==> config.mk <==
export PLATFORM = sky130hd
export DESIGN_NAME = pktbuf_mgr
export DESIGN_NICKNAME = d
export VERILOG_FILES = /design/src/rtl/pktbuf_pkg.sv /design/src/rtl/pktbuf_prio.sv /design/src/rtl/pktbuf_queue.sv /design/src/rtl/pktbuf_mgr.sv
export SDC_FILE = /design/constraint.sdc
export NUM_CORES = 1
export LEC_CHECK = 0
export CORE_UTILIZATION = 25
export CTS_CLUSTER_DIAMETER = 50
export CTS_CLUSTER_SIZE = 40
export DETAILED_ROUTE_END_ITERATION = 10
export GPL_TIMING_DRIVEN = 0
export PLACE_DENSITY = 0.41
export SYNTH_ARGS = -nofsm -noshare
export SYNTH_HDL_FRONTEND = slang
export SYNTH_SLANG_ARGS = --single-unit
==> constraint.sdc <==
create_clock -name clk -period 5.04 [get_ports clk]
set_input_delay 0.504 -clock clk [delete_from_list [all_inputs] [get_ports clk]]
set_output_delay 0.504 -clock clk [all_outputs]
set_load 0.005 [all_outputs]
==> src/rtl/pktbuf_pkg.sv <==
package pktbuf_pkg;
    typedef enum logic [2:0] {
        OP_NOP      = 3'd0,
        OP_ALLOC    = 3'd1,
        OP_RESET    = 3'd2,
        OP_RX_DROP  = 3'd3,
        OP_RX_FREE  = 3'd4,
        OP_FREE     = 3'd5,
        OP_TX_PUSH  = 3'd6,
        OP_TX_FLUSH = 3'd7
    } op_e;
endpackage

==> src/rtl/pktbuf_prio.sv <==
module pktbuf_prio #(
    parameter int N = 32
) (
    input  logic [N-1:0]         req,
    output logic                 found,
    output logic [$clog2(N)-1:0] idx
);
    localparam int IW = $clog2(N);

    // lowest set bit wins: scan downwards so the last hit is the lowest
    always_comb begin
        found = 1'b0;
        idx   = '0;
        for (int i = N - 1; i >= 0; i--) begin
            if (req[i]) begin
                found = 1'b1;
                idx   = IW'(i);
            end
        end
    end
endmodule

==> src/rtl/pktbuf_queue.sv <==
module pktbuf_queue #(
    parameter int W     = 5,
    parameter int DEPTH = 32
) (
    input  logic         clk,
    input  logic         rst_n,
    input  logic         flush,
    input  logic         push,
    input  logic [W-1:0] push_data,
    input  logic         pop,
    output logic [W-1:0] head,
    output logic         empty,
    output logic         full
);
    localparam int AW = (DEPTH > 1) ? $clog2(DEPTH) : 1;
    localparam int CW = $clog2(DEPTH + 1);
    localparam logic [AW-1:0] LAST = AW'(DEPTH - 1);

    typedef struct packed {
        logic [DEPTH-1:0][W-1:0] mem;
        logic [AW-1:0]           rd;
        logic [AW-1:0]           wr;
        logic [CW-1:0]           cnt;
    } q_t;

    q_t q_q, q_d;

    function automatic logic [AW-1:0] step(input logic [AW-1:0] p);
        return (p == LAST) ? '0 : p + AW'(1);
    endfunction

    assign empty = (q_q.cnt == '0);
    assign full  = (q_q.cnt == CW'(DEPTH));
    assign head  = q_q.mem[q_q.rd];

    always_comb begin
        logic do_push, do_pop;
        q_d     = q_q;
        do_push = push && !full;
        do_pop  = pop && !empty;
        if (do_push) begin
            q_d.mem[q_q.wr] = push_data;
            q_d.wr          = step(q_q.wr);
        end
        if (do_pop) begin
            q_d.rd = step(q_q.rd);
        end
        if (do_push && !do_pop) begin
            q_d.cnt = q_q.cnt + CW'(1);
        end else if (do_pop && !do_push) begin
            q_d.cnt = q_q.cnt - CW'(1);
        end
        if (flush) begin
            q_d.rd  = '0;
            q_d.wr  = '0;
            q_d.cnt = '0;
        end
    end

    always_ff @(posedge clk or negedge rst_n) begin
        if (!rst_n) q_q <= '0;
        else        q_q <= q_d;
    end
endmodule

==> src/rtl/pktbuf_mgr.sv <==
module pktbuf_mgr
    import pktbuf_pkg::*;
#(
    parameter int NPKT = 32,
    parameter int PNW  = $clog2(NPKT)
) (
    input  logic           clk,
    input  logic           rst_n,
    input  logic           cmd_valid,
    input  logic [2:0]     cmd_op,
    input  logic [PNW-1:0] cmd_pnum,
    output logic           busy,
    output logic           err,
    output logic           alloc_ok,
    output logic           alloc_fail,
    output logic [PNW-1:0] alloc_pnum,
    input  logic           rx_alloc_req,
    output logic           rx_alloc_gnt,
    output logic [PNW-1:0] rx_alloc_pnum,
    input  logic           rx_push_valid,
    input  logic [PNW-1:0] rx_push_pnum,
    output logic [PNW-1:0] rx_head,
    output logic           irq_rx,
    output logic           tx_req,
    output logic [PNW-1:0] tx_pnum,
    input  logic           tx_pop,
    input  logic           tx_done_valid,
    input  logic [PNW-1:0] tx_done_pnum,
    output logic [PNW-1:0] cq_head,
    input  logic           cq_pop,
    output logic           irq_tx
);
    typedef struct packed {
        logic [NPKT-1:0] free;
        logic            busy;
        logic [PNW-1:0]  pend;
        logic            err;
        logic            aok;
        logic            afail;
        logic [PNW-1:0]  apnum;
    } st_t;

    localparam st_t ST_INIT = '{free: '1, busy: 1'b0, pend: '0, err: 1'b0,
                                aok: 1'b0, afail: 1'b0, apnum: '0};

    st_t st_q, st_d;

    // pool search: first for the receive engine, second for the host
    logic            f0, f1;
    logic [PNW-1:0]  i0, i1;
    logic [NPKT-1:0] host_mask;
    logic            is_reset, rx_gnt;

    // queue controls
    logic txq_push, txq_flush, txq_empty, txq_full;
    logic rxq_pop, rxq_flush, rxq_empty, rxq_full;
    logic cq_flush, cq_empty, cq_full;

    assign is_reset = cmd_valid && (op_e'(cmd_op) == OP_RESET);
    assign rx_gnt   = rx_alloc_req && f0 && !is_reset;

    always_comb begin
        host_mask = st_q.free;
        if (rx_gnt) host_mask[i0] = 1'b0;
    end

    pktbuf_prio #(.N(NPKT)) u_prio_rx   (.req(st_q.free), .found(f0), .idx(i0));
    pktbuf_prio #(.N(NPKT)) u_prio_host (.req(host_mask), .found(f1), .idx(i1));

    always_comb begin
        logic act, drop;
        st_d      = st_q;
        txq_push  = 1'b0;
        txq_flush = 1'b0;
        rxq_pop   = 1'b0;
        rxq_flush = 1'b0;
        cq_flush  = 1'b0;
        act  = cmd_valid && !st_q.busy;
        drop = cmd_valid && st_q.busy && (op_e'(cmd_op) != OP_NOP) &&
               (op_e'(cmd_op) != OP_RESET);

        // a release started last cycle lands now
        if (st_q.busy) begin
            st_d.free[st_q.pend] = 1'b1;
            st_d.busy            = 1'b0;
        end
        if (rx_gnt) st_d.free[i0] = 1'b0;
        if (drop)   st_d.err      = 1'b1;

        if (act) begin
            unique case (op_e'(cmd_op))
                OP_ALLOC: begin
                    st_d.aok   = f1;
                    st_d.afail = !f1;
                    if (f1) begin
                        st_d.free[i1] = 1'b0;
                        st_d.apnum    = i1;
                    end
                end
                OP_RX_DROP: begin
                    if (rxq_empty) st_d.err = 1'b1;
                    else           rxq_pop  = 1'b1;
                end
                OP_RX_FREE: begin
                    if (rxq_empty) begin
                        st_d.err = 1'b1;
                    end else begin
                        rxq_pop   = 1'b1;
                        st_d.busy = 1'b1;
                        st_d.pend = rx_head;
                    end
                end
                OP_FREE: begin
                    if (st_q.free[cmd_pnum]) begin
                        st_d.err = 1'b1;
                    end else begin
                        st_d.busy = 1'b1;
                        st_d.pend = cmd_pnum;
                    end
                end
                OP_TX_PUSH: begin
                    if (st_q.free[cmd_pnum] || txq_full) st_d.err = 1'b1;
                    else                                  txq_push = 1'b1;
                end
                OP_TX_FLUSH: begin
                    txq_flush = 1'b1;
                    cq_flush  = 1'b1;
                end
                default: ;
            endcase
        end

        if (is_reset) begin
            st_d      = ST_INIT;
            txq_flush = 1'b1;
            rxq_flush = 1'b1;
            cq_flush  = 1'b1;
        end
    end

    always_ff @(posedge clk or negedge rst_n) begin
        if (!rst_n) st_q <= ST_INIT;
        else        st_q <= st_d;
    end

    pktbuf_queue #(.W(PNW), .DEPTH(NPKT)) u_txq (
        .clk(clk), .rst_n(rst_n), .flush(txq_flush),
        .push(txq_push), .push_data(cmd_pnum),
        .pop(tx_pop), .head(tx_pnum), .empty(txq_empty), .full(txq_full)
    );

    pktbuf_queue #(.W(PNW), .DEPTH(NPKT)) u_cq (
        .clk(clk), .rst_n(rst_n), .flush(cq_flush),
        .push(tx_done_valid), .push_data(tx_done_pnum),
        .pop(cq_pop), .head(cq_head), .empty(cq_empty), .full(cq_full)
    );

    pktbuf_queue #(.W(PNW), .DEPTH(NPKT)) u_rxq (
        .clk(clk), .rst_n(rst_n), .flush(rxq_flush),
        .push(rx_push_valid), .push_data(rx_push_pnum),
        .pop(rxq_pop), .head(rx_head), .empty(rxq_empty), .full(rxq_full)
    );

    logic unused_full;
    assign unused_full = cq_full ^ rxq_full;

    assign busy          = st_q.busy;
    assign err           = st_q.err;
    assign alloc_ok      = st_q.aok;
    assign alloc_fail    = st_q.afail;
    assign alloc_pnum    = st_q.apnum;
    assign rx_alloc_gnt  = rx_gnt;
    assign rx_alloc_pnum = i0;
    assign irq_rx        = !rxq_empty;
    assign tx_req        = !txq_empty;
    assign irq_tx        = !cq_empty;
endmodule

=== Yosys cells after proc, flatten, opt, wreduce, memory -nomap -nowiden ===
Cells that the tools add are included.

* Mux-type cells: 199
* $add $sub $neg: 12
* $lt $le $gt $ge: 16
* Shift operators: 0
* Divide/modulo/power cells: 0
* Reduce and logical (&&, ||, !) cells: 62
* Eq/ne operators: 19
* Bitwise operators: 6
* $mul: 0

{| class="wikitable"
|+ Operators with widths
! cell !! number
|-
| bitwise mux 160 bit || 3
|-
| two-way mux 5 bit || 83
|-
| two-way mux 32 bit || 4
|-
| AND 32 bit || 3
|-
| two-way mux 46 bit || 2
|-
| two-way mux 1 bit || 82
|-
| binary-select mux 5 bit (select 5 bit) || 3
|-
| demux 5 bit (select 5 bit) || 3
|-
| inverter 32 bit || 2
|-
| less-than comparator 5 x 6 -> 1 bit (second input constant) || 10
|-
| two-way mux 16 bit || 3
|-
| two-way mux 6 bit || 8
|-
| two-way mux 33 bit || 1
|-
| bitwise OR 32 bit || 1
|-
| adder 5 x 1 -> 5 bit (second input constant) || 6
|-
| == test 5 bit (second input constant) || 6
|-
| greater-or-equal comparator 5 x 1 -> 1 bit (second input constant) || 6
|-
| logical AND 1 bit || 25
|-
| adder 6 x 1 -> 6 bit (second input constant) || 3
|-
| == test 6 bit (second input constant) || 3
|-
| zero test 6 bit || 3
|-
| nonzero test 2 bit || 9
|-
| subtractor 6 x 1 -> 6 bit (second input constant) || 3
|-
| demux 1 bit (select 5 bit) || 3
|-
| 16 further kinds || 39
|}

* Logic and storage cells: 426
* Register bits after elaboration: 574
* Memory bits (read-only): 0
* Memories: 0
* Input bits: 26
* RAM bits: 0
* Bits in latches: 0
* Output and inout port bits: 33

=== Longest topological paths before layout ===
Gate-level depths: netlist of run 1.

* Word-level depth: 81
* Gate-level depth with buffers: 18
* Gate-level depth less buffers: 15

=== Hierarchy ===
From an unflattened synthesis of run 1, not the netlist that was laid out.

* Cell total of the unflattened synthesis: 2,447
* Area, all modules: 29,595.9 sq um

{| class="wikitable"
|+ By module, submodules not included
! module !! area each (sq um) !! seq. area each (sq um) !! cells an instance !! times used
|-
| pktbuf_queue || 8,552.0 || 4,404.2 || 641 || 3
|-
| pktbuf_mgr || 3,199.3 || 1,191.1 || 394 || 1
|-
| pktbuf_prio || 370.4 || 0.0 || 65 || 2
|}

=== Worst setup path before layout of run 1 ===
No wires, ideal clock.

* Path type: input-to-reg
* Start: input cmd_pnum[0]
* End: register u_txq.q_q[5] (netlist bit)
* Data arrival time: 4,067 ps
* Path buffers: 3
* Library setup time: 132 ps
* Required time: 4,908 ps
* Setup slack: 841 ps
* Stages: 17
* Path through: buf_2 -> buf_2 -> mux4_2 -> mux4_2 -> mux2i_1 -> nand2_1 -> nor4_1 -> buf_2 -> nand2_1 -> ha_1 -> a21o_1 -> a21o_1 -> a21o_1 -> a21oi_1 -> mux2i_1 -> xor2_1 -> nor2_1

* Longest elaborated chain between the ends: 10
* Elaborated cells between the ends (all ways): 13
* Classes of those cells: mux: 7; reduce/logical: 6

{| class="wikitable"
|+ RTL lines
! element !! line !! text
|-
| from (decl) || pktbuf_mgr.sv:11 || <nowiki>input logic [PNW-1:0] cmd_pnum,</nowiki>
|-
| binary-select mux 1 bit (select 5 bit) (*) || pktbuf_mgr.sv:122 || <nowiki>if (st_q.free[cmd_pnum] || txq_full) st_d.err = 1'b1;</nowiki>
|-
| two-way mux 1 bit (implied by the code) (*) || pktbuf_mgr.sv:122 ||
|-
| logical OR 1 bit (*) || pktbuf_mgr.sv:122 ||
|-
| two-way mux 1 bit (*) || pktbuf_mgr.sv:122 ||
|-
| two-way mux 1 bit (*) || pktbuf_mgr.sv:91 || <nowiki>unique case (op_e'(cmd_op))</nowiki>
|-
| two-way mux 1 bit (*) || pktbuf_mgr.sv:90 || <nowiki>if (act) begin</nowiki>
|-
| logical AND 1 bit (*) || pktbuf_queue.sv:39 || <nowiki>do_push = push && !full;</nowiki>
|-
| logical AND 1 bit or zero test 1 bit (tied branches) || pktbuf_queue.sv:48, pktbuf_queue.sv:50 ||
|-
| two-way mux 6 bit or logical AND 1 bit (tied branches) || pktbuf_queue.sv:48, pktbuf_queue.sv:50 ||
|-
| two-way mux 16 bit or nonzero test 3 bit (tied branches) || - ||
|-
| to (signal assigned) || pktbuf_queue.sv:62 || <nowiki>else q_q <= q_d;</nowiki>
|-
| to (decl) || pktbuf_queue.sv:26 || <nowiki>q_t q_q, q_d;</nowiki>
|}

Every way passes the cells marked *; elsewhere a longest branch is shown, timed or not. The select of a mux whose other input is x is not followed.
A chain may end at the register's enable or synchronous reset.

=== Final worst setup path of run 1 ===
* Start: register u_rxq.q_q[11] (netlist bit)
* End: output rx_head[4]

* Longest elaborated chain between the ends: 2

{| class="wikitable"
|+ RTL lines
! element !! line !! text
|-
| from (decl) || pktbuf_queue.sv:26 ||
|-
| from (signal assigned) || pktbuf_queue.sv:62 ||
|-
| binary-select mux 5 bit (select 5 bit) || pktbuf_queue.sv:34 || <nowiki>assign head = q_q.mem[q_q.rd];</nowiki>
|-
| two-way mux 5 bit (implied by the code) || pktbuf_queue.sv:34 ||
|-
| to (decl) || pktbuf_mgr.sv:22 || <nowiki>output logic [PNW-1:0] rx_head,</nowiki>
|}

No other way between the ends. The select of a mux whose other input is x is not followed.

==> results.txt, run 1 <==
After detailed routing, the number of vias per cell comes to 5.05. The clock transition time at the flip-flop clock pins of the worst setup and hold paths came out at 60 ps. Setup violations remaining at the end of the flow were counted as 0. VDD sags by at most 0.432 mV.

Signal routing reaches up to met5. Routability-driven placement finished with a final weighted congestion of 0.872. The count of nets left with antenna violations once routing finished came out at 0. The total grt overflow is 0. The number of non-filler instances in the completed layout came out at 4150.

The chip height came out at 347 um. The DRC marker count from the first detailed-route iteration is 1629. Once routing completed, OpenROAD measured the worst setup slack at 326 ps. The detailed route wirelength on metal3 is 5.38 mm. The routed design could run at a clock period as short as 4710 ps. In this run the static leakage power is 15.4 nW. For this run, the register share of the synthesized area comes to 48.5%.

The post-CTS setup buffer count is 0. The cell sitting at the root of the clock tree is a sky130_fd_sc_hd__clkbuf_16. Yosys mapped a number of flops with a built-in enable equal to 0.

The clock skew after layout is 52.7 ps. The initial antenna violation count came out at 5. In this run the worst hold path is classified as input pin to async pin. The fraction of layout cells with a size suffix above 1 is 32.6%. The number of warnings printed during yosys synthesis is 0.

The count of unique library cells instantiated by Yosys is 95. The clock tree from TritonCTS is yes. The CTS buffer count is 87. The final critical path takes up 93.5% of the cycle.

The worst endpoint data arrival time is 4210 ps. The mean instance size in the synthesized netlist is 12.4 um^2. The final cell utilization of the core is 30.1%. The maximum buffer depth of the clock tree is 3. The flow ran to the end, and the final reports show no timing, DRC or antenna violations. The number of vias after detailed routing came out at 20958.

Sorting the synthesized cells by area gives the leading types as sky130_fd_sc_hd__dfrtp_1 (46%), sky130_fd_sc_hd__mux2_2 (18%), sky130_fd_sc_hd__mux4_2 (7.6%). The number of port buffers came out at 53. STA puts the critical path data required time at 4540 ps.

The number of standard cells after synthesis came out at 2393. The sum of routed wire segments on met1 came out at 41.6 mm. Final hold analysis gives a worst-case slack of 494 ps.

The share of power burned in the clock network came out at 35.0%. The post-synthesis net count came out at 2455. The number of primary I/O pins is 59. Net switching is 34.8% of the power. At the pin with the least slew margin, the transition time is 1370 ps. The most repeated cell in the gate-level netlist after synthesis is sky130_fd_sc_hd__dfrtp_1.

The clock network latency to the later pin of the worst-skew pair is 670 ps. Summed over all instances, the cell type with the most area after synthesis is sky130_fd_sc_hd__dfrtp_1. Sequential cells burn 32.9% of the power. Summed over all nets, wire length on met2 after detailed routing comes to 42.4 mm. The worst-path maximum fanout is 10. The wire length of the first global-routing pass came out at 139 mm. The HPWL after detailed placement is 65.2 mm. The final layout contains routed wiring with a total length of 91.6 mm. The maximum clock rate is 0.212 GHz. The commonest cells after synthesis are sky130_fd_sc_hd__dfrtp_1 (542), sky130_fd_sc_hd__mux2_2 (485), sky130_fd_sc_hd__nor2_1 (163). Before CTS, the worst setup slack after placement is -984 ps. The max-slew headroom at the worst pin is 8.41%. The count of unresolved DRC violations after routing came out at 0.

Counting every sink on the clock net gives 574. The nature of the critical path endpoint is an output port. The post-synthesis sequential element count is 574.

The relative contribution of combinational cells to total power is 32.1%. Of all flip-flops after synthesis, the portion carrying an async set or reset was 100%. The via count of the first global-routing pass is 21832.

The number of placed cells counting well taps is 3987. The switching power came out at 6.37 mW. The H-tree was split into 3 levels.

The aggregate global-route resource usage came out at 15.2%. The number of max-cap violations came out at 0. The final count of pins violating max slew came to 0. Row generation in the floorplan step produced 126 rows. The die area came out at 120000 um^2.

The critical path in this run is classified as register to output port. The area growth from synthesis to layout came out at 19.4%. The worst setup path is launched from a register. The net count of the finished layout came out at 2603.

Setup repair after global routing left no endpoint under its margin. The first detailed-routing pass ran for 6 iterations. The hold violation count in the final report came to 0. The effective utilization at floorplan is 25.2%. The total power density per cell area is 516 nW/um^2. The area of the core is 118000 um^2.

The die span in x is 347 um. The share of synthesized area in the top cell type comes to 45.7%. After synthesis the cells add up to 29700 um^2. The internal power contribution is 11.9 mW. The average wire per cell in the routed design is 22.1 um. The largest net degree at the start of global routing came out at 121. The prevailing post-synth register cell is sky130_fd_sc_hd__dfrtp_1.
## power groups by stage
| stage | Clock [mW] | Combinational, mW | Sequential, mW |
|---|---|---|---|
| final | 6.41 | 5.87 | 6.03 |
| after global routing | 6.80 | 6.33 | 6.14 |
| after CTS | 6.60 | 5.90 | 6.02 |
| after global placement | 0 | 5.81 | 6.08 |
| after detailed placement | 0 | 5.87 | 6.09 |
| after floorplan | 0 | 3.82 | 5.91 |
## cell families after synthesis
group / after synthesis / share of synthesized area, %
multiplexers: 683 / 29.3
flip-flops: 574 / 48.5
AND/OR/NAND/NOR: 496 / 8.37
AO/OA/AOI/OAI: 381 / 8.86
buffers and inverters: 204 / 2.82
adder cells (fa/ha/maj): 38 / 1.66
XOR/XNOR: 17 / 0.502
## routing by layer
layer / global-route usage (%) / up-vias
met5: 0 / -
met4: 4.85 / 4
met3: 2.89 / 153
met2: 23.9 / 641
met1: 21.0 / 10922
li1: - / 9238
## cells in the final DEF (no fill, tap or decap), drive strengths merged, types with 12 or more instances in the layout
master	instances
mux2	485
a21oi	111
nand2b	17
clkdlybuf4s50	52
a21o	18
o22ai	13
clkbuf	228
a31oi	40
dfrtp	542
and2	12
inv	52
ha	33
clkinvlp	12
and3	14
nand3	20
clkinv	22
o31ai	15
o21ai	47
buf	46
dfstp	32
nor3	25
mux4	100
mux2i	98
nor2	163
o221ai	51
nor4	15
nand2	151
## area by class of cell
type	instances	area [um^2]
fillers	11871	82500
multi-input cells	1615	14500
flip-flops and latches	574	14400
clock buffers	101	2330
well taps	1536	1920
clock inverters	60	797
plain buffers	168	716
repair buffers	59	683
inverters	36	135
diodes	1	2.50
## timing repair
action,in CTS,in global routing
setup endpoints to repair,4,8
hold buffers,1,0
endpoints found under the hold margin,112,0
pin swaps,0,0
gates cloned,0,0
resized for setup,4,9
## stage by stage
stage                     instance area [um^2]  power, mW  TNS [ps]
after floorplan                          29700       9.73         0
after global placement                   32100       11.9         -
after detailed placement                 32300       12.0    -69510
after CTS                                35400       18.5         0
after global routing                     35500       19.3         0
final                                    35500       18.3         0
## worst max-delay path: stages (launching register included)
cell	delay [ps]
sky130_fd_sc_hd__dfrtp_1	350
sky130_fd_sc_hd__clkbuf_1	440
sky130_fd_sc_hd__clkbuf_1	750
sky130_fd_sc_hd__mux4_2	670
sky130_fd_sc_hd__mux4_2	500
sky130_fd_sc_hd__mux2_2	360
sky130_fd_sc_hd__clkdlybuf4s50_1	470
## state kept, by name (all words and copies together) (netlist names)
signal,count
st_q,37
u_cq.q_q,176
u_rxq.q_q,176
alloc_fail,1
alloc_pnum,5
busy,1
err,1
alloc_ok,1
u_txq.q_q,176
## path summary, 6_finish.rpt
path | from | end | slack (ps) | cells past startpoint
max in group asynchronous | rst_n | u_cq.q_q[156] | 2990 | 5
worst min-delay path | rst_n | u_txq.q_q[89] | 490 | 3
worst min register to register | u_rxq.q_q[134] | u_rxq.q_q[134] | 500 | 1
worst max register to register | st_q[31] | st_q[39] | 380 | 11
min in group clk | u_rxq.q_q[134] | u_rxq.q_q[134] | 500 | 1
worst max-delay path | u_rxq.q_q[11] | rx_head[4] | 330 | 6
(Power assumes the default switching activity.)
==> inputs of run 2 (changes only) <==
--- a/config.mk
+++ b/config.mk
@@ -5,12 +5,12 @@
 export SDC_FILE = /design/constraint.sdc
 export NUM_CORES = 1
 export LEC_CHECK = 0
-export CORE_UTILIZATION = 25
+export CORE_UTILIZATION = 30
 export CTS_CLUSTER_DIAMETER = 50
 export CTS_CLUSTER_SIZE = 40
 export DETAILED_ROUTE_END_ITERATION = 10
 export GPL_TIMING_DRIVEN = 0
-export PLACE_DENSITY = 0.41
+export PLACE_DENSITY = 0.46
 export SYNTH_ARGS = -nofsm -noshare
 export SYNTH_HDL_FRONTEND = slang
 export SYNTH_SLANG_ARGS = --single-unit
==> results.txt, run 2 (synthesis gave the netlist of run 1 again) <==
The final period demand of the worst path came to 4720 ps (was 4710 ps). The most heavily used metal layer in global routing is met2 (unchanged). The number of vias after detailed routing came out at 20817 (was 20958). The total grt overflow is 0 (unchanged).

The wire length of the first global-routing pass is 137 mm (was 139 mm). The maximum buffer depth of the clock tree came to 3 (unchanged). The via density per instance came out at 5.33 (was 5.05). RSZ-0062 raised after global routing: no (unchanged). The number of max-cap violations is 1 (was 0).

The count of unresolved DRC violations after routing was 0 (unchanged). The largest net degree at the start of global routing is 124 (was 121). The global-route track usage on met3 is 3.06% (was 2.89%). The average wire per cell in the routed design is 22.9 um (was 22.1 um).

The final reports fail on max-capacitance violations, max-slew violations. The via count of the first global-routing pass is 21711 (was 21832). The CTS buffer count is 90 (was 87). The effective utilization at floorplan is 30.2% (was 25.2%).

The worst slack on hold paths is 440 ps (was 494 ps). The worst min-delay path class is input pin to async pin (unchanged). The critical path startpoint category is a register (unchanged). The relative contribution of combinational cells to total power came out at 31.7% (was 32.1%).

The number of antenna-violating nets in the routed design came out at 0 (unchanged). The clock tree from TritonCTS was yes (unchanged). The net count of the finished layout came out at 2606 (was 2603).

The endpoint required time on the critical path was 4540 ps (about the same). The leakage power is 15.4 nW (about the same). The row count came to 115 (was 126).

The initial antenna violation count is 1 (was 5). The count of antenna diodes in the layout came out at 0 (was 1). The nature of the critical path endpoint is an output port (unchanged). The actual slew at the worst max-slew pin is 1550 ps (was 1370 ps). Status: finished, violations left (was finished clean). The placed wire-length estimate is 62.7 mm (was 65.2 mm). The most frequent standard cell in the layout excluding fill and tap cells is sky130_fd_sc_hd__dfrtp_1 (unchanged). The clock skew after layout came out at 36.5 ps (was 52.7 ps). The critical path class is register to output port (unchanged).

The hold violation count in the final report came out at 0 (unchanged). The internal power contribution came out at 12.0 mW (was 11.9 mW). The number of port buffers came out at 53 (unchanged). The aggregate global-route resource usage came out at 18.0% (was 15.2%). The area growth from synthesis to layout was 18.5% (was 19.4%). The die span in x is 317 um (was 347 um). The peak supply drop came to 0.269 mV (was 0.432 mV). The maximum clock rate is 0.212 GHz (about the same). The proportion of power drawn by flip-flops and latches is 32.9% (about the same). The final period utilization is 93.7% (was 93.5%). The sink count of the clock tree is 574 (unchanged). The root buffer cell is sky130_fd_sc_hd__clkbuf_16 (unchanged). The worst-path maximum fanout was 10 (unchanged). The clock network latency to the later pin of the worst-skew pair came to 660 ps (was 670 ps). The met2 usage in global routing was 28.4% (was 23.9%). The switching part of the total came out at 34.3% (was 34.8%). The DRC marker count from the first detailed-route iteration is 1628 (was 1629).

The clock transition time at the flip-flop clock pins of the worst setup and hold paths came to 60 ps (about the same). The sum of internal, switching and leakage power was 18.3 mW (about the same). Commonest non-fill, non-tap cells in the layout: sky130_fd_sc_hd__dfrtp_1 (542), sky130_fd_sc_hd__mux2_2 (485), sky130_fd_sc_hd__nor2_1 (163) (unchanged). The setup total negative slack is 0 ps (unchanged). The aggregate routed wire length was 89.3 mm (was 91.6 mm). The total iterations of the first detailed-routing run is 6 (unchanged). The count of final setup violators is 0 (unchanged).

The share of power burned in the clock network came out at 35.4% (was 35.0%). The worst endpoint data arrival time came to 4220 ps (was 4210 ps). The met1 usage in global routing is 25.5% (was 21.0%).

The area of the core came out at 98300 um^2 (was 118000 um^2). The H-tree depth is 3 (unchanged). The final count of pins violating max slew came out at 9 (was 0). The total of fill cells in the finished design is 9553 (was 11871). The fraction of layout cells with a size suffix above 1 is 32.7% (was 32.6%). The max-slew headroom at the worst pin came to -3.63% (was 8.41%). The die area is 100000 um^2 (was 120000 um^2). The total power density per cell area was 521 nW/um^2 (was 516 nW/um^2). The chip height is 317 um (was 347 um). Largest registers: u_cq.q_q (176), u_rxq.q_q (176), u_txq.q_q (176) (unchanged). The routability congestion estimate from global placement was 0.890 (was 0.872). The setup slack on the worst flop-to-flop path came out at 380 ps (about the same). The switching power is 6.29 mW (was 6.37 mW). The number of primary I/O pins is 59 (unchanged).
## run 2: cell count changes in the layout (fill, tap and decap cells not counted), moves of 2 or more
cell	before	now
sky130_fd_sc_hd__clkbuf_16	88	92
sky130_fd_sc_hd__clkinv_2	5	9
sky130_fd_sc_hd__buf_1	13	15
sky130_fd_sc_hd__clkinv_16	2	0
## run 2: repair_timing
| item | in CTS | in global routing |
|---|---|---|
| gates resized for setup | 2 | 10 |
| hold buffers | 1 | 0 |
| endpoints found under the setup margin | 87 | 7 |
| hold endpoints to repair | 71 | 0 |
| setup buffers | 0 | 0 |
## run 2: final cells by class
| cell class | instances | area [um^2] | share of cell area [%] |
|---|---|---|---|
| inverter | 36 | 135 | 0.384 |
| timing repair buffer | 59 | 683 | 1.94 |
| clock inverter | 62 | 749 | 2.13 |
| clock buffer | 103 | 2410 | 6.86 |
| sequential | 574 | 14400 | 40.9 |
| multi-input combinational | 1615 | 14500 | 41.1 |
| buffer | 168 | 707 | 2.01 |
| tap | 1287 | 1610 | 4.58 |
## run 2: worst max-delay path: stages, from the launching register on
cell                              delay [ps]
sky130_fd_sc_hd__dfrtp_1                 340
sky130_fd_sc_hd__clkbuf_1                430
sky130_fd_sc_hd__buf_1                   790
sky130_fd_sc_hd__mux4_2                  620
sky130_fd_sc_hd__mux4_2                  540
sky130_fd_sc_hd__mux2_2                  370
sky130_fd_sc_hd__clkdlybuf4s50_1         470
## run 2: final timing paths
kind | start | to | cells after the start
max reg2reg | st_q[18] | st_q[22] | 13
min reg2reg | u_cq.q_q[148] | u_cq.q_q[148] | 1
max | u_rxq.q_q[11] | rx_head[3] | 6
max in group asynchronous | rst_n | u_rxq.q_q[25] | 5
min in group clk | u_cq.q_q[148] | u_cq.q_q[148] | 1
min | rst_n | u_txq.q_q[51] | 2
## run 2: through the flow
step                area, um^2  util, %  setup slack [ps]  std cells
finish                   35200     35.8               319       3904
global route             35200     35.8              6.10       3904
CTS                      35200     35.8              22.8       3904
detailed placement       32000     32.5             -1330       3738
global placement         31800     32.4            -22130       3733
floorplan                29700        -               841       2393
## run 2: per-layer routing
metal	wire (um)	up-vias
met5	13	-
met4	2010	2
met3	4260	142
met2	41600	530
met1	41400	10910
li1	-	9233
## run 2: power groups by stage
stage,logic (mW),registers [mW],clock network [mW]
floorplan,3.82,5.91,0
global placement,5.74,6.07,0
detailed placement,5.81,6.09,0
CTS,5.83,6.02,6.65
finish,5.81,6.02,6.48
global route,6.28,6.14,6.84
==> inputs of run 3 (changes only) <==
--- a/config.mk
+++ b/config.mk
@@ -11,6 +11,7 @@
 export DETAILED_ROUTE_END_ITERATION = 10
 export GPL_TIMING_DRIVEN = 0
 export PLACE_DENSITY = 0.46
+export RECOVER_POWER = 25
 export SYNTH_ARGS = -nofsm -noshare
 export SYNTH_HDL_FRONTEND = slang
 export SYNTH_SLANG_ARGS = --single-unit
==> results.txt, run 3 (synthesis gave the netlist of run 1 again) <==
The total grt overflow is 0 (unchanged). The post-CTS setup buffer count is 0 (unchanged). Failing checks: max-capacitance violations, max-slew violations (unchanged). The aggregate global-route resource usage was 18.0% (unchanged).

The net count of the finished layout is 2606 (unchanged). Commonest non-fill, non-tap cells in the layout: sky130_fd_sc_hd__dfrtp_1 (542), sky130_fd_sc_hd__mux2_2 (485), sky130_fd_sc_hd__nor2_1 (163) (unchanged). The max-slew headroom at the worst pin is -49.8% (was -3.63%). The number of vias after detailed routing came to 20797 (was 20817). The number of placed cells counting well taps came to 3738 (unchanged). The clock transition time at the flip-flop clock pins of the worst setup and hold paths is 60 ps (about the same). The chip height is 317 um (unchanged). The number of port buffers is 53 (unchanged). The fraction of layout cells with a size suffix above 1 is 32.7% (unchanged). The critical path startpoint category is a register (unchanged). The final setup slack of the worst path is 313 ps (was 319 ps). The DRC marker count from the first detailed-route iteration is 1564 (was 1628).

The final period demand of the worst path is 4730 ps (was 4720 ps). The maximum clock rate came to 0.212 GHz (about the same). The total power density per cell area was 521 nW/um^2 (about the same). The worst min-delay path class is input pin to async pin (unchanged). The hold violation count in the final report came out at 0 (unchanged).

The area of the core came out at 98300 um^2 (unchanged). The row count is 115 (unchanged). The number of max-cap violations is 2 (was 1). The routability congestion estimate from global placement was 0.890 (unchanged). The largest net degree at the start of global routing came out at 124 (unchanged). The actual slew at the worst max-slew pin is 2250 ps (was 1550 ps). The die area is 100000 um^2 (unchanged).

The count of final setup violators is 0 (unchanged). The worst-path maximum fanout is 10 (unchanged). The worst-case setup slack after placement came out at -1330 ps (unchanged). The root buffer cell was sky130_fd_sc_hd__clkbuf_16 (unchanged). The leakage power came out at 15.4 nW (about the same).

Largest registers: u_cq.q_q (176), u_rxq.q_q (176), u_txq.q_q (176) (unchanged). The placed wire-length estimate came out at 62.7 mm (unchanged). The count of antenna diodes in the layout is 0 (unchanged).

The sink count of the clock tree is 574 (unchanged). The maximum buffer depth of the clock tree came out at 3 (unchanged). The peak supply drop is 0.268 mV (was 0.269 mV). The wire length of the first global-routing pass was 137 mm (unchanged). The via count of the first global-routing pass is 21711 (unchanged). RSZ-0062 raised after global routing: no (unchanged).

The average wire per cell in the routed design is 22.8 um (was 22.9 um). The area growth from synthesis to layout came to 18.3% (was 18.5%). The aggregate routed wire length came out at 89.2 mm (was 89.3 mm). The critical path class is register to output port (unchanged). The endpoint required time on the critical path is 4540 ps (about the same). The number of primary I/O pins is 59 (unchanged).

The worst endpoint data arrival time came out at 4220 ps (about the same). The die span in x came out at 317 um (unchanged). The nature of the critical path endpoint is an output port (unchanged).

The count of unresolved DRC violations after routing is 0 (unchanged). The total of fill cells in the finished design came out at 9558 (was 9553). The via density per instance is 5.33 (about the same). The most frequent standard cell in the layout excluding fill and tap cells is sky130_fd_sc_hd__dfrtp_1 (unchanged).

The final count of pins violating max slew is 92 (was 9). The H-tree depth was 3 (unchanged). The clock network latency to the later pin of the worst-skew pair is 660 ps (about the same). The final period utilization came to 93.8% (was 93.7%).

The clock skew after layout is 36.0 ps (was 36.5 ps). The CTS buffer count came out at 90 (unchanged). The effective utilization at floorplan came out at 30.2% (unchanged). The initial antenna violation count is 1 (unchanged). The number of non-filler instances in the completed layout was 3904 (unchanged). The number of antenna-violating nets in the routed design was 0 (unchanged).

The clock tree from TritonCTS was yes (unchanged). Status: finished, violations left (unchanged). The total iterations of the first detailed-routing run came out at 5 (was 6).
==> run 3: layout make-up <==
type | count | area, um^2 | area share [%]
repair buffers | 59 | 641 | 1.82
multi-input cells | 1615 | 14500 | 41.2
flip-flops and latches | 574 | 14400 | 41.0
plain buffers | 168 | 707 | 2.01
well taps | 1287 | 1610 | 4.58
inverters | 36 | 135 | 0.385
clock buffers | 103 | 2410 | 6.87
clock inverters | 62 | 749 | 2.13
==> run 3: per-layer routing <==
layer / global-route usage, % / vias up / share of wire, %
li1: - / 9247 / -
met1: 25.5 / 10863 / 47
met2: 28.4 / 547 / 47
met3: 3.06 / 138 / 4.7
met4: 4.90 / 2 / 2.2
met5: 0 / - / 0.015
==> run 3: path summary, 6_finish.rpt <==
kind / from / end / slack [ps] / cells after the start
max: u_txq.q_q[11] / tx_pnum[3] / 310 / 8
min: rst_n / u_txq.q_q[84] / 430 / 2
max reg2reg: st_q[18] / st_q[22] / 410 / 13
min reg2reg: u_cq.q_q[148] / u_cq.q_q[148] / 500 / 1
max in group asynchronous: rst_n / u_cq.q_q[171] / 1140 / 4
min in group clk: u_cq.q_q[148] / u_cq.q_q[148] / 500 / 1
==> run 3: worst max-delay path, cell delays in order (launching register included) <==
cell and delay (ps):
sky130_fd_sc_hd__dfrtp_1 350, sky130_fd_sc_hd__clkbuf_1 640, sky130_fd_sc_hd__buf_1 860, sky130_fd_sc_hd__mux4_2 660, sky130_fd_sc_hd__o22ai_1 190, sky130_fd_sc_hd__a21oi_1 90, sky130_fd_sc_hd__nand2_1 140, sky130_fd_sc_hd__o21ai_0 140
sky130_fd_sc_hd__clkdlybuf4s50_1 490
==> run 3: what timing repair did <==
action                                  CTS  global route
gates resized for setup                   2            10
endpoints found under the hold margin    71             0
hold buffers                              1             0
endpoints found under the setup margin   87             7
==> run 3: power by group <==
| group | internal (mW) | switching [mW] |
|---|---|---|
| clock | 4.02 | 2.46 |
| sequential | 5.50 | 0.519 |
| combinational | 2.50 | 3.30 |
| total | 12.0 | 6.28 |
==> run 3: stage by stage <==
step	utilization, %	instance area (um^2)	power (mW)	hold WS [ps]	TNS [ps]
floorplan	-	29700	9.73	208	0
global placement	32.4	31800	11.8	481	-
detailed placement	32.5	32000	11.9	489	-120620
CTS	35.8	35200	18.5	427	0
global route	35.8	35100	19.3	485	0
finish	35.8	35100	18.3	431	0
